===== config.mk =====
export PLATFORM = sky130hd
export DESIGN_NAME = oc_channel
export DESIGN_NICKNAME = d
export VERILOG_FILES = /design/src/rtl/oc_channel.sv
export SDC_FILE = /design/constraint.sdc
export NUM_CORES = 1
export LEC_CHECK = 0
export BUFFER_PORTS_ARGS = -buffer_cell sky130_fd_sc_hd__buf_4
export CAP_MARGIN = 20
export CORE_MARGIN = 4
export CORE_UTILIZATION = 25
export CTS_CLUSTER_SIZE = 8
export DETAILED_ROUTE_END_ITERATION = 12
export GPL_ROUTABILITY_DRIVEN = 1
export GPL_TIMING_DRIVEN = 0
export PLACE_DENSITY = 0.52
export SYNTH_ARGS = -nofsm -noshare
export SYNTH_HDL_FRONTEND = slang
export SYNTH_SLANG_ARGS = --single-unit

===== constraint.sdc =====
create_clock -name clk -period 5.73 [get_ports clk]
set_input_delay 0.8595 -clock clk [delete_from_list [all_inputs] [get_ports clk]]
set_output_delay 0.8595 -clock clk [all_outputs]
set_load 0.05 [all_outputs]

===== src/rtl/oc_channel.sv =====
module oc_channel #(
  parameter int W = 16
) (
  input  logic         clk,
  input  logic         rst_n,
  input  logic [W-1:0] tmr_a,
  input  logic [W-1:0] tmr_b,
  input  logic         prd_a,
  input  logic         prd_b,
  input  logic         cfg_wr,
  input  logic [2:0]   cfg_mode,
  input  logic         cfg_tsel,
  input  logic         pri_wr,
  input  logic [W-1:0] pri_din,
  input  logic         sec_wr,
  input  logic [W-1:0] sec_din,
  input  logic         fault_n,
  input  logic         evt_clr,
  output logic         oc_out,
  output logic         evt_flag,
  output logic         flt_flag
);
  localparam logic [2:0] M_OFF = 3'd0;
  localparam logic [2:0] M_HI  = 3'd1;
  localparam logic [2:0] M_LO  = 3'd2;
  localparam logic [2:0] M_TG  = 3'd3;
  localparam logic [2:0] M_D1  = 3'd4;
  localparam logic [2:0] M_DN  = 3'd5;
  localparam logic [2:0] M_PW  = 3'd6;
  localparam logic [2:0] M_PF  = 3'd7;

  logic [2:0]   mode_q;
  logic         tsel_q;
  logic         done_q;
  logic [W-1:0] pri_q, sec_q;
  logic         out_nx, evt_set;

  wire [W-1:0] tmr    = tsel_q ? tmr_b : tmr_a;
  wire         prd    = tsel_q ? prd_b : prd_a;
  wire         hit_p  = (tmr == pri_q);
  wire         hit_s  = (tmr == sec_q);
  wire         is_pwm = (mode_q == M_PW) || (mode_q == M_PF);
  wire         flt_hit = (mode_q == M_PF) && !fault_n;

  always_comb begin
    out_nx  = oc_out;
    evt_set = 1'b0;
    case (mode_q)
      M_OFF: out_nx = 1'b0;
      M_HI: if (hit_p) begin out_nx = 1'b1;    evt_set = 1'b1; end
      M_LO: if (hit_p) begin out_nx = 1'b0;    evt_set = 1'b1; end
      M_TG: if (hit_p) begin out_nx = ~oc_out; evt_set = 1'b1; end
      M_D1, M_DN: begin
        if (!done_q) begin
          if (hit_s) begin
            out_nx  = 1'b0;
            evt_set = oc_out;
          end else if (hit_p) begin
            out_nx = 1'b1;
          end
        end
      end
      default: begin
        if (flt_flag || flt_hit) begin
          out_nx  = 1'b0;
          evt_set = flt_hit && !flt_flag;
        end else if (prd) begin
          out_nx  = 1'b1;
          evt_set = 1'b1;
        end else if (hit_p) begin
          out_nx = 1'b0;
        end
      end
    endcase
  end

  always_ff @(posedge clk or negedge rst_n) begin
    if (!rst_n) begin
      mode_q   <= M_OFF;
      tsel_q   <= 1'b0;
      done_q   <= 1'b0;
      oc_out   <= 1'b0;
      flt_flag <= 1'b0;
      evt_flag <= 1'b0;
    end else begin
      evt_flag <= (evt_set && !cfg_wr) || (evt_flag && !evt_clr);
      if (cfg_wr) begin
        mode_q   <= cfg_mode;
        tsel_q   <= cfg_tsel;
        oc_out   <= (cfg_mode == M_LO);
        flt_flag <= 1'b0;
        done_q   <= 1'b0;
      end else begin
        oc_out <= out_nx;
        if (flt_hit) flt_flag <= 1'b1;
        if (mode_q == M_D1 && hit_s && oc_out) done_q <= 1'b1;
      end
    end
  end

  always_ff @(posedge clk or negedge rst_n) begin
    if (!rst_n) begin
      pri_q <= '0;
      sec_q <= '0;
    end else begin
      if (pri_wr)                        pri_q <= pri_din;
      else if (is_pwm && prd && !cfg_wr) pri_q <= sec_q;
      if (sec_wr) sec_q <= sec_din;
    end
  end
endmodule


=== Word level (Yosys, flattened, before mapping) ===
Cells that the tools add are included.

* Register bits after elaboration: 40
* Input bits: 77
* Output and inout bits: 3
* Logic and storage cells: 66

* Equality and inequality tests: 12
* Multiplexer cells: 23
* Bitwise gates (word level): 1
* Reductions and logical operators: 22

{| class="wikitable"
|+ Operators with widths
! cell !! count
|-
| two-way mux 16 bit || 3
|-
| == test 16 bit || 2
|-
| two-way mux 1 bit || 18
|-
| == test 3 bit, second input constant || 4
|-
| == test 3 x 2 -> 1 bit, second input constant || 3
|-
| logical AND 1 bit || 8
|-
| != test 3 bit, second input constant || 2
|-
| nonzero test 2 bit || 3
|-
| case mux 1 bit (5 select lines) || 1
|-
| zero test 1 bit || 4
|-
| == test 3 x 1 -> 1 bit, second input constant || 1
|-
| zero test 3 bit || 1
|-
| logical OR 1 bit || 3
|-
| case mux 1 bit (3 select lines) || 1
|-
| OR reduction 3 bit || 1
|-
| AND reduction 2 bit || 1
|-
| OR reduction 2 bit || 1
|-
| inverter 1 bit || 1
|}

=== Depth between registers and ports, before layout ===
* Depth after elaboration: 7
* Mapped depth: 9
* Gate-level depth less buffers: 7

=== Least setup slack after synthesis ===
No wires, ideal clock.

* Path kind: input port to flip-flop
* From: input port tmr_b[8]
* To: register oc_out
* Library setup time: 0.126 ns
* Arrival time: 2.177 ns
* Required time: 5.604 ns
* Setup slack: 3.427 ns
* Cell stages on the path: 7
* Buffers on the path: 0
* Cell sequence: mux2i_1 -> nand3b_1 -> a2111oi_2 -> nand4_1 -> a22oi_1 -> a21oi_1 -> o32a_1

* Word-level cells in the longest chain between the ends: 7
* Elaborated cells on any way between the ends: 13
* Classes of those cells: eq/ne (3); mux (9); reduce/logical (1)

{| class="wikitable"
|+ Ends and longest elaborated chain
! item !! RTL line !! source
|-
| start, declared || 7 || <nowiki>input logic [W-1:0] tmr_b,</nowiki>
|-
| two-way mux 16 bit * || 38 || <nowiki>wire [W-1:0] tmr = tsel_q ? tmr_b : tmr_a;</nowiki>
|-
| == test 16 bit || 40 || <nowiki>wire hit_p = (tmr == pri_q);</nowiki>
|-
| two-way mux 1 bit || -- ||
|-
| two-way mux 1 bit, on equally long branches (2 in series) || -- ||
|-
| case mux 1 bit (5 select lines) || 48 || <nowiki>case (mode_q)</nowiki>
|-
| two-way mux 1 bit || 87 || <nowiki>if (cfg_wr) begin</nowiki>
|-
| end signal, assigned || 90 || <nowiki>oc_out <= (cfg_mode == M_LO);</nowiki>
|-
| end signal, assigned || 94 || <nowiki>oc_out <= out_nx;</nowiki>
|-
| end, declared || 19 || <nowiki>output logic oc_out,</nowiki>
|}

Every way passes the cells marked *; elsewhere a longest branch is shown, timed or not. The select of a mux whose other input is x is not followed.
A chain may end at the register's enable or synchronous reset.

=== Worst setup path in the final report ===
* From: input port tmr_b[1]
* To: register oc_out

Same word-level chain as after synthesis.

==> results.md <==
- CTS tree: yes
- Post-cts resize count: 0
- Ys Warns: 0
- CP required: 5.90 ns
- Clock root buffer: clkbuf_8
- Initial antenna violation count: 0
- Antenna viol nets, final: 0
- Initial detailed-routing violation count: 78
- Delay-heaviest family, CP: simple AND/OR/NAND/NOR gates
- Max Root-Sink Buffers: 2
- Post-synthesis cell type count: 31
- Largest area contributor in the netlist: dfrtp_1
- Switching Fraction: 0.288
- VDD IR-drop max: 0.0921 mV
- Post-synthesis sequential area ratio: 0.429
- CP peak stage delay: 0.39 ns
- Slew @ Worst Pin: 0.711 ns
- Int Power: 0.000545 W
- Worst EP arrival: 2.66 ns
- Global-route wire length before repair: 10900 µm
- TritonCTS buffer count: 5
- Dpl hpwl: 5260 µm
- # IOs: 80
- Fmax: 403 MHz
- Combinational Power Share: 0.263
- DR pass1 iterations: 4
- Routed wire length: 6740 µm
- Commonest cells after routing, fill and taps aside: 79 x buf_4, 40 x dfrtp_1, 31 x xnor2_1, 29 x mux2i_1, 21 x nand2_1
- RR Startpoint: tsel_q
- Gr usage total: 0.126
- Leak pwr: 1.33 nW
- Max cap viols: 0
- Synth area leaders: dfrtp_1 43%, mux2i_1 12%, xnor2_1 12%
- Max Fanout on Critical Path: 4
- Die area: 10900 µm²
- Syn Std Cell Area: 2330 µm²
- Setup TNS: 0 ns
- Post-synth top area share: 0.429
- Sequential share of power: 0.433
- Syn avg cell area: 10.9 µm²
- Antenna Cells: 0
- Slew headroom: 0.524
- WP buf/inv: 1
- Cell Chain, Critical Path: buf_4 -> mux2i_1 -> xnor2_1 -> nor4_1 -> nand4_1 -> a32o_1 -> o32a_1
- Vias per cell: 4.62
- Worst setup EP type: register
- Width of the chip: 105 µm
- Syn Nets: 291
- Max Slew Vio Count: 0
- Setup CP Type: in2reg
- Mapped Cells: 214
- Final #Nets: 376
- Period utilisation layout: 0.433
- Worst-Skew Late Latency: 0.29 ns
- Postcts setup bufs: 0
- Die H: 105 µm
- Fin crit period: 2.48 ns
- Utilization after layout: 0.356
- Number of synthesized flops with an enable pin: 0
- Share of cells above drive strength 1: 0.380
- Critical-path top delay cell: nor4_1
- Reg-to-reg slack, setup: 3.25 ns
- Clk pwr share: 0.304
- Row count: 34
- Clock sink count: 40
- Largest net degree at the start of global routing: 41
- Hold Slack: 0.537 ns
- Vias: 1885
- GPL Wtd Cong: 0.767
- HP Class: in2async
- H-tree Lvls: 2
- Startpoint Class: input port
- RSZ-0062 raised after global routing: no
- Commonest non-fill, non-tap cell in the layout: buf_4
- Clock skew: 0.00637 ns
- Area of the core: 8890 µm²
- NetSw: 0.000220 W
- Drc violations: 0
- Starting Density: 0.262
- Dominant synthesized flop cell: dfrtp_1
- Layout area overhead: 35.7%
- PortBufs: 78
- Flop and latch count out of synthesis: 40
- Worst reg2reg path depth: 8
- Vias in the first global route: 2035
- Result of the run: complete, no violations
- Power per cell area: 242 nW/µm²
- Reg-to-Reg End: oc_out
- Total grt overflow: 0
- Asr flop ratio synth: 1.00
- Clk slew on worst S/H paths: 0.08 ns
- Final setup vio count: 0
- Wire per inst: 16.5 µm
- Hold-fix buffers, CTS: 0
- Final hold violation count: 0
kinds of logic (layout without fill, tap and decap cells):
group	count (synthesis)	after routing	share of synthesized area
muxes	50	50	0.234
AOI/OAI and AO/OA	37	37	0.0961
and+or+nand+nor	39	39	0.0848
xor gates and xnor gates	31	31	0.116
buffers and inverters	17	103	0.0392
DFF	40	40	0.429
synthesized netlist by cell type, types with 3 or more instances:
cell type and number:
mux2i_2 3, a21oi_1 8, nor4_1 6, nor2_1 3
dfrtp_1 40, inv_1 7, clkbuf_1 6, mux2_2 17
nand2_1 21, mux2i_1 29, o21ai_0 20, xnor2_1 31
flip-flops by register name, indices dropped and copies added (netlist names):
signal	flops
sec_q	16
oc_out	1
done_q	1
pri_q	16
flt_flag	1
evt_flag	1
mode_q	3
tsel_q	1
power groups by stage:
stage	clock, W	combinational (W)	sequential (W)
2_1_floorplan	0	0.000118	0.000339
3_3_place_gp	0	0.000204	0.000337
3_5_place_dp	0	0.000205	0.000338
4_1_cts	0.000241	0.000206	0.000332
5_1_grt	0.000255	0.000222	0.000336
6_report	0.000232	0.000201	0.000332
worst max-delay path by stage:
stage,startpoint,to,cells after the start,slack (ns)
2_1_floorplan,tmr_b[8],oc_out,7,3.43
3_3_place_gp,tmr_b[12],oc_out,7,2.97
3_5_place_dp,tmr_b[1],oc_out,7,2.97
4_1_cts,tsel_q,oc_out,8,3.22
5_1_grt,tsel_q,oc_out,9,3.10
6_report,tmr_b[1],oc_out,7,3.25
stage by stage:
stage	total power, W	cell area, µm²	instances	worst slack (ns)
after global routing	0.000813	3160	408	3.10
after global placement	0.000541	3050	400	2.97
after detailed placement	0.000543	3050	400	2.97
after floorplan	0.000457	2330	214	3.43
final	0.000766	3160	408	3.25
after CTS	0.000779	3160	408	3.22
per-layer routing:
layer / up-vias / share of wire / global-route usage
li1: 931 / - / -
met1: 898 / 0.45 / 0.166
met2: 52 / 0.49 / 0.213
met3: 4 / 0.046 / 0.0271
met4: 0 / 0.0082 / 0.0285
met5: - / 0 / 0
cell type report:
cell class | instances | area [µm²]
Tap cell | 108 | 135
Buffer | 10 | 65.1
Multi-Input combinational cell | 157 | 1240
Inverter | 7 | 26.3
Fill cell | 901 | 5730
Timing Repair Buffer | 78 | 586
Sequential cell | 40 | 1000
Clock inverter | 3 | 42.5
Clock buffer | 5 | 68.8
(Power assumes the default switching activity.)
